**src/rtl/cal_retain_pkg.sv**
```systemverilog
package cal_retain_pkg;
    localparam int CR_CHAINS   = 3;
    localparam int CR_ENTRIES  = 6;
    localparam int CR_DATA_W   = 28;
    localparam int CR_ACC_LAT  = 2;
    localparam int CR_REG_W    = 32;

    localparam int CR_GO_BIT   = 0;
    localparam int CR_DIR_BIT  = 1;
    localparam int CR_IDX_LSB  = 2;
    localparam int CR_IDX_W    = 3;

    localparam int CR_EN_BIT   = 0;
    localparam int CR_MASK_LSB = 1;

    typedef enum logic {ACC_IDLE, ACC_BUSY} acc_state_e;
    typedef enum logic {WLK_IDLE, WLK_RUN}  wlk_state_e;
endpackage

```
**src/rtl/cal_access_port.sv**
```systemverilog
module cal_access_port
    import cal_retain_pkg::*;
#(
    parameter int ENTRIES = CR_ENTRIES,
    parameter int DATA_W  = CR_DATA_W,
    parameter int ACC_LAT = CR_ACC_LAT
) (
    input  logic                            clk,
    input  logic                            rst_n,
    input  logic                            retain_en,
    input  logic                            hold,
    input  logic                            cmd_we,
    input  logic                            data_we,
    input  logic [CR_REG_W-1:0]             wdata,
    output logic                            busy,
    output logic [CR_REG_W-1:0]             cmd_rd,
    output logic [CR_REG_W-1:0]             data_rd,
    output logic [ENTRIES-1:0][DATA_W-1:0]  entries
);
    localparam int CNT_W = $clog2(ACC_LAT + 1);
    localparam int DLSB  = CR_REG_W - DATA_W;

    acc_state_e                    st_q, st_d;
    logic [CNT_W-1:0]              cnt_q;
    logic                          dir_q;
    logic [CR_IDX_W-1:0]           idx_q;
    logic [DATA_W-1:0]             dreg_q;
    logic [ENTRIES-1:0][DATA_W-1:0] tbl_q;
    logic                          accept, launch, finish;
    logic [DATA_W-1:0]             rd_word;

    assign accept = cmd_we && (st_q == ACC_IDLE) && !hold;
    assign launch = accept && wdata[CR_GO_BIT] && retain_en;
    assign finish = (st_q == ACC_BUSY) && (cnt_q == '0);

    always_comb begin
        rd_word = '0;
        for (int k = 0; k < ENTRIES; k++) begin
            if (idx_q == CR_IDX_W'(k)) rd_word = tbl_q[k];
        end
    end

    always_comb begin
        st_d = st_q;
        unique case (st_q)
            ACC_IDLE: if (launch) st_d = ACC_BUSY;
            ACC_BUSY: if (finish) st_d = ACC_IDLE;
            default:  st_d = ACC_IDLE;
        endcase
    end

    always_ff @(posedge clk) begin
        if (!rst_n) st_q <= ACC_IDLE;
        else        st_q <= st_d;
    end

    always_ff @(posedge clk) begin
        if (!rst_n) begin
            cnt_q  <= '0;
            dir_q  <= 1'b0;
            idx_q  <= '0;
            dreg_q <= '0;
            tbl_q  <= '0;
        end else begin
            if (accept) begin
                dir_q <= wdata[CR_DIR_BIT];
                idx_q <= wdata[CR_IDX_LSB +: CR_IDX_W];
            end
            if (launch)
                cnt_q <= CNT_W'(ACC_LAT - 1);
            else if (st_q == ACC_BUSY && cnt_q != '0)
                cnt_q <= cnt_q - 1'b1;
            if (data_we && st_q == ACC_IDLE && !hold)
                dreg_q <= wdata[CR_REG_W-1:DLSB];
            else if (finish && !dir_q)
                dreg_q <= rd_word;
            for (int k = 0; k < ENTRIES; k++) begin
                if (finish && dir_q && idx_q == CR_IDX_W'(k)) tbl_q[k] <= dreg_q;
            end
        end
    end

    always_comb begin
        cmd_rd = '0;
        cmd_rd[CR_GO_BIT]                  = (st_q == ACC_BUSY);
        cmd_rd[CR_DIR_BIT]                 = dir_q;
        cmd_rd[CR_IDX_LSB +: CR_IDX_W]     = idx_q;
        data_rd = {dreg_q, {DLSB{1'b0}}};
    end

    assign busy    = (st_q == ACC_BUSY);
    assign entries = tbl_q;
endmodule

```
**src/rtl/cal_restore_walk.sv**
```systemverilog
module cal_restore_walk
    import cal_retain_pkg::*;
#(
    parameter int CHAINS  = CR_CHAINS,
    parameter int ENTRIES = CR_ENTRIES,
    parameter int DATA_W  = CR_DATA_W,
    parameter int CH_W    = (CHAINS > 1) ? $clog2(CHAINS) : 1
) (
    input  logic                                       clk,
    input  logic                                       rst_n,
    input  logic                                       start,
    input  logic [ENTRIES-1:0]                         start_mask,
    input  logic [CHAINS-1:0][ENTRIES-1:0][DATA_W-1:0] table_in,
    output logic                                       active,
    output logic                                       o_valid,
    output logic [CH_W-1:0]                            o_chain,
    output logic [CR_IDX_W-1:0]                        o_index,
    output logic [DATA_W-1:0]                          o_data
);
    wlk_state_e          st_q, st_d;
    logic [ENTRIES-1:0]  mask_q, srch;
    logic [CH_W-1:0]     chain_q;
    logic [CR_IDX_W-1:0] ent_q, first_ix, next_ix;
    logic                any_free, has_next, last_chain;

    always_comb begin
        srch     = (st_q == WLK_IDLE) ? start_mask : mask_q;
        first_ix = '0;
        any_free = 1'b0;
        next_ix  = '0;
        has_next = 1'b0;
        for (int k = ENTRIES - 1; k >= 0; k--) begin
            if (!srch[k]) begin
                first_ix = CR_IDX_W'(k);
                any_free = 1'b1;
            end
            if (!mask_q[k] && k > int'(ent_q)) begin
                next_ix  = CR_IDX_W'(k);
                has_next = 1'b1;
            end
        end
    end

    assign last_chain = (chain_q == CH_W'(CHAINS - 1));

    always_comb begin
        st_d = st_q;
        unique case (st_q)
            WLK_IDLE: if (start && any_free)       st_d = WLK_RUN;
            WLK_RUN:  if (!has_next && last_chain) st_d = WLK_IDLE;
            default:  st_d = WLK_IDLE;
        endcase
    end

    always_ff @(posedge clk) begin
        if (!rst_n) st_q <= WLK_IDLE;
        else        st_q <= st_d;
    end

    always_ff @(posedge clk) begin
        if (!rst_n) begin
            mask_q  <= '0;
            chain_q <= '0;
            ent_q   <= '0;
        end else if (st_q == WLK_IDLE) begin
            if (start) begin
                mask_q  <= start_mask;
                chain_q <= '0;
                ent_q   <= first_ix;
            end
        end else if (has_next) begin
            ent_q <= next_ix;
        end else if (!last_chain) begin
            chain_q <= chain_q + 1'b1;
            ent_q   <= first_ix;
        end
    end

    always_comb begin
        o_data = '0;
        for (int c = 0; c < CHAINS; c++) begin
            for (int k = 0; k < ENTRIES; k++) begin
                if (chain_q == CH_W'(c) && ent_q == CR_IDX_W'(k)) o_data = table_in[c][k];
            end
        end
    end

    assign active  = (st_q == WLK_RUN);
    assign o_valid = active;
    assign o_chain = chain_q;
    assign o_index = ent_q;
endmodule

```
**src/rtl/cal_retain_ctrl.sv**
```systemverilog
module cal_retain_ctrl
    import cal_retain_pkg::*;
#(
    parameter int CHAINS  = CR_CHAINS,
    parameter int ENTRIES = CR_ENTRIES,
    parameter int DATA_W  = CR_DATA_W,
    parameter int ACC_LAT = CR_ACC_LAT,
    parameter int ADDR_W  = $clog2(2 * CHAINS + 1),
    parameter int CH_W    = (CHAINS > 1) ? $clog2(CHAINS) : 1
) (
    input  logic                 clk,
    input  logic                 rst_n,
    input  logic                 reg_en,
    input  logic                 reg_we,
    input  logic [ADDR_W-1:0]    reg_addr,
    input  logic [CR_REG_W-1:0]  reg_wdata,
    output logic [CR_REG_W-1:0]  reg_rdata,
    output logic                 rsto_valid,
    output logic [CH_W-1:0]      rsto_chain,
    output logic [CR_IDX_W-1:0]  rsto_index,
    output logic [DATA_W-1:0]    rsto_data
);
    localparam int FORCE_BIT = CR_MASK_LSB + ENTRIES;

    logic                                       ctl_en;
    logic [ENTRIES-1:0]                         ctl_mask;
    logic                                       walk_active;
    logic                                       ctl_upd, walk_go;
    logic [CHAINS-1:0]                          acc_busy;
    logic [CHAINS-1:0][CR_REG_W-1:0]            cmd_rd, data_rd;
    logic [CHAINS-1:0][ENTRIES-1:0][DATA_W-1:0] tbl_all;

    assign ctl_upd = reg_en && reg_we && (reg_addr == '0) && !walk_active;
    assign walk_go = ctl_upd && reg_wdata[FORCE_BIT] && reg_wdata[CR_EN_BIT];

    always_ff @(posedge clk) begin
        if (!rst_n) begin
            ctl_en   <= 1'b0;
            ctl_mask <= '0;
        end else if (ctl_upd) begin
            ctl_en   <= reg_wdata[CR_EN_BIT];
            ctl_mask <= reg_wdata[CR_MASK_LSB +: ENTRIES];
        end
    end

    for (genvar g = 0; g < CHAINS; g++) begin : g_chain
        logic cmd_we, data_we;
        assign cmd_we  = reg_en && reg_we && (reg_addr == ADDR_W'(2 * g + 1));
        assign data_we = reg_en && reg_we && (reg_addr == ADDR_W'(2 * g + 2));

        cal_access_port #(
            .ENTRIES (ENTRIES),
            .DATA_W  (DATA_W),
            .ACC_LAT (ACC_LAT)
        ) u_port (
            .clk       (clk),
            .rst_n     (rst_n),
            .retain_en (ctl_en),
            .hold      (walk_active),
            .cmd_we    (cmd_we),
            .data_we   (data_we),
            .wdata     (reg_wdata),
            .busy      (acc_busy[g]),
            .cmd_rd    (cmd_rd[g]),
            .data_rd   (data_rd[g]),
            .entries   (tbl_all[g])
        );
    end

    cal_restore_walk #(
        .CHAINS  (CHAINS),
        .ENTRIES (ENTRIES),
        .DATA_W  (DATA_W),
        .CH_W    (CH_W)
    ) u_walk (
        .clk        (clk),
        .rst_n      (rst_n),
        .start      (walk_go),
        .start_mask (reg_wdata[CR_MASK_LSB +: ENTRIES]),
        .table_in   (tbl_all),
        .active     (walk_active),
        .o_valid    (rsto_valid),
        .o_chain    (rsto_chain),
        .o_index    (rsto_index),
        .o_data     (rsto_data)
    );

    always_comb begin
        reg_rdata = '0;
        if (reg_addr == '0) begin
            reg_rdata[CR_EN_BIT]                = ctl_en;
            reg_rdata[CR_MASK_LSB +: ENTRIES]   = ctl_mask;
            reg_rdata[FORCE_BIT]                = walk_active;
        end
        for (int c = 0; c < CHAINS; c++) begin
            if (reg_addr == ADDR_W'(2 * c + 1)) reg_rdata = cmd_rd[c];
            if (reg_addr == ADDR_W'(2 * c + 2)) reg_rdata = data_rd[c];
        end
    end
endmodule

```
**config.mk**
```make
export PLATFORM = sky130hd
export DESIGN_NAME = cal_retain_ctrl
export DESIGN_NICKNAME = d
export VERILOG_FILES = /design/src/rtl/cal_retain_pkg.sv /design/src/rtl/cal_access_port.sv /design/src/rtl/cal_restore_walk.sv /design/src/rtl/cal_retain_ctrl.sv
export SDC_FILE = /design/constraint.sdc
export NUM_CORES = 2
export LEC_CHECK = 0
export BUFFER_PORTS_ARGS = -buffer_cell sky130_fd_sc_hd__buf_2
export CORE_MARGIN = 2
export CORE_UTILIZATION = 55
export DETAILED_ROUTE_END_ITERATION = 8
export PLACE_DENSITY = 0.78
export SYNTH_ARGS = -nofsm -noshare
export SYNTH_HDL_FRONTEND = slang
export SYNTH_SLANG_ARGS = --single-unit
```
**constraint.sdc**
```tcl
create_clock -name clk -period 4.6 [get_ports clk]
set_input_delay 0.23 -clock clk [delete_from_list [all_inputs] [get_ports clk]]
set_output_delay 0.23 -clock clk [all_outputs]
set_load 0.03 [all_outputs]
```
==> flow_metrics.env <==
export IMPL_yosysMostFrequentCell="nand2_1"
export IMPL_cp_slowest_stage_delay_ns=0.77
export IMPL_slew_violations=0
export IMPL_netlist_area_um2=33100
export IMPL_yosys_area_top_type="dfxtp_1"
export IMPL_start_util_pct=55.87
export IMPL_grt_pass1_wl_mm=197.5
export IMPL_slew_headroom_pct=13.99
export IMPL_utilization_pct=60.80
export IMPL_yosysWarnings=0
export IMPL_rsz0062_at_grt="false"
export IMPL_drt_iter0_markers=5828
export IMPL_vias_per_cell=6.855
export IMPL_clock_power_share_pct=42.9
export IMPL_tightest_slew_ns=1.290
export IMPL_post_cts_resized=0
export IMPL_port_buffers=104
export IMPL_cp_top_family="compound AO/OA/AOI/OAI gates"
export IMPL_nets=4134
export IMPL_die_area_um2=62160
export IMPL_power_frac_seq_pct=42.4
export IMPL_worst_path_buf_inv=2
export IMPL_grt_usage_pct=41.50
export IMPL_io_pins=105
export IMPL_clockBufferDepth=3
export IMPL_intPower_mw=9.308
export IMPL_overflow=0
export IMPL_ys_seq_area_share_pct=37.98
export IMPL_critPathSlowestCell="dfxtp_4"
export IMPL_cp_data_required_time_ns=4.37
export IMPL_synth_async_reset_ratio_pct=0
export IMPL_cts_setup_buffers=0
export IMPL_drc=0
export IMPL_cts_tree="built"
export IMPL_grt_max_degree=136
export IMPL_drv_cap=0
export IMPL_grt_pass1_vias=30790
export IMPL_synth_ff_type="dfxtp_1"
export IMPL_post_dp_cell_area_um2=33620
export IMPL_dieHeight_um=249.3
export IMPL_fmax_ghz=0.2349
export IMPL_arrival_ns=4.03
export IMPL_syn_instance_count=4245
export IMPL_drt_total_wl_mm=133.6
export IMPL_gp_congestion=1.038
export IMPL_cts_htree_levels=3
export IMPL_path_cells="buf_4 -> nand3b_1 -> o22ai_1 -> o22a_1 -> a221oi_1 -> o21ai_1 -> buf_2"
export IMPL_pwr_share_comb_pct=14.7
export IMPL_clkTransAtPathRegs_ns=0.06
export IMPL_syn_area_per_cell_um2=7.797
export IMPL_ys_types=82
export IMPL_fill_cells=5178
export IMPL_cts_root_buf="clkbuf_16"
export IMPL_holdBufCountCts=14
export IMPL_synth_edff_count=0
export IMPL_core_region_area_um2=59240
export IMPL_path_max_fanout=49
export IMPL_cellPowerDensity_nw_per_um2=367.6
export IMPL_swShare_pct=29.71
export IMPL_wl_per_cell_um=27.18
export IMPL_multiInputGateArea_um2=18360
export IMPL_ys_ff_latch=628
export IMPL_cts_buffers=70
export IMPL_crit_type="flip-flop to primary output"
export IMPL_synth_commonest_cells="nand2_1, a21oi_1, dfxtp_1, clkbuf_1, mux2i_1"
export IMPL_row_count=89
export IMPL_design_area_um2=36020
export IMPL_startpoint_type="flip-flop"
export IMPL_status="completed"
export IMPL_synthesis_nets=4290
export IMPL_ant_nets=0
export IMPL_fin_tns_setup_ns=0
export IMPL_synth_top_area_share_pct=37.98
export IMPL_cts_sinks=628
export IMPL_hold_violations=0
export IMPL_min_period_ns=4.258
export IMPL_insertion_delay_ns=0.64
export IMPL_first_pass_iters=8
export IMPL_min_path_type="input pin to flip-flop"
export IMPL_total_leakage_power_nw=11.52
export IMPL_area_delta_synth_final_pct=8.831
export IMPL_finalCritPeriodShare_pct=92.57
export IMPL_fp_dieW_um=249.3
export IMPL_p_sw_mw=3.933
export IMPL_hpwl_mm=87.46
export IMPL_vias=33700
export IMPL_netlist_top_cells_area="dfxtp_1, nand2_1, a21oi_1"
export IMPL_register_area_um2=12600
export IMPL_setup_viol=0
export IMPL_fin_skew_ns=0.02732
export IMPL_p_total_mw=13.24
export IMPL_crit_path_end_kind="primary output"
export IMPL_drive_above_1_share_pct=12.03
export IMPL_ir_drop_mv=0.2710
export IMPL_antenna_found_initial=7
tightest hold or removal path, delay by kind of cell:
kind	cells	cell delay, ns
buf+inv	1	0.17
simple gates	2	0.20
routing by layer:
layer  track usage, %  share of wire [%]
met2            58.71                 41
met1            53.96                 36
met5                0              0.058
met4            23.30                6.6
met3            16.03                 17
power by group through the flow:
stage / combinational [mW] / clock (mW) / sequential (mW)
final: 1.95 / 5.68 / 5.61
after global routing: 1.96 / 5.90 / 5.61
after CTS: 1.82 / 5.67 / 5.60
after detailed placement: 1.80 / 0 / 5.72
after global placement: 1.79 / 0 / 5.72
after floorplan: 1.24 / 0 / 5.61
cell usage in the layout, fill, tap and decap left out, drive strengths merged, types with 7 or more instances in the layout:
master | synthesis | layout
o221ai | 17 | 17
a221oi | 11 | 11
o22a | 10 | 10
nor2b | 27 | 27
dlygate4sd3 | 0 | 14
or2 | 11 | 11
and2 | 8 | 8
clkinv | 2 | 11
nor2 | 217 | 217
nor4 | 7 | 7
clkbuf | 288 | 103
mux2 | 50 | 50
o211ai | 31 | 31
nand3 | 42 | 42
nand3b | 14 | 14
o21ai | 112 | 112
nand2b | 26 | 26
mux2i | 215 | 215
buf | 152 | 198
inv | 97 | 102
a21oi | 639 | 639
a22oi | 115 | 115
a211oi | 8 | 8
or3b | 10 | 10
nand2 | 1095 | 1095
a31oi | 16 | 16
a211o | 8 | 8
and3b | 7 | 7
a2bb2oi | 10 | 10
dfxtp | 628 | 628
o22ai | 128 | 128
o2bb2ai | 12 | 12
mux4 | 88 | 88
a22o | 14 | 14
nor3 | 19 | 19
and3 | 8 | 8
per-stage QoR:
stage	setup WS [ns]	hold WS [ns]	instances
after detailed placement	1.156	0.4468	4776
after global placement	1.254	0.4424	4776
after CTS	0.4932	0.003674	4914
after floorplan	1.682	0.3477	4245
final	0.3420	0.02671	4916
after global routing	0.3503	0.01893	4914
final cells by class:
| cell class | instances | share of cell area (%) |
|---|---|---|
| well taps | 773 | 2.685 |
| repair buffers | 212 | 4.036 |
| diodes | 2 | 0.01389 |
| flip-flops and latches | 628 | 34.98 |
| clock buffers | 103 | 5.634 |
| multi-input cells | 3078 | 50.96 |
| inverters | 99 | 1.052 |
| clock inverters | 21 | 0.6391 |
cell families after synthesis:
logic type	synth area share [%]
adder cells (fa/ha/maj)	0.2268
AO/OA/AOI/OAI	21.45
buffers and inverters	6.827
multiplexers	14.19
flip-flops	37.98
AND/OR/NAND/NOR	19.25
XOR/XNOR	0.07940
state kept, by name (all words and copies together), names as in the netlist:
register / cells
g_chain.u_port.entries: 504
g_chain.u_port.dreg_q: 84
g_chain.u_port.idx_q: 9
ctl_mask: 6
g_chain.u_port.cnt_q: 6
u_walk.mask_q: 6
g_chain.u_port.busy: 3
g_chain.u_port.dir_q: 3
u_walk.o_index: 3
u_walk.o_chain: 2
ctl_en: 1
u_walk.active: 1
final timing paths:
check	slack, ns	cells after the start	end	from
worst max-delay path	0.34	7	rsto_data[24]	u_walk.o_index[2]
worst min-delay path	0.03	3	g_chain[2].u_port.dreg_q[4]	reg_wdata[8]
worst max register to register	1.77	5	g_chain[1].u_port.dreg_q[6]	g_chain[1].u_port.idx_q[1]
worst min register to register	0.46	2	ctl_mask[4]	ctl_mask[4]
(Power assumes the default switching activity.)
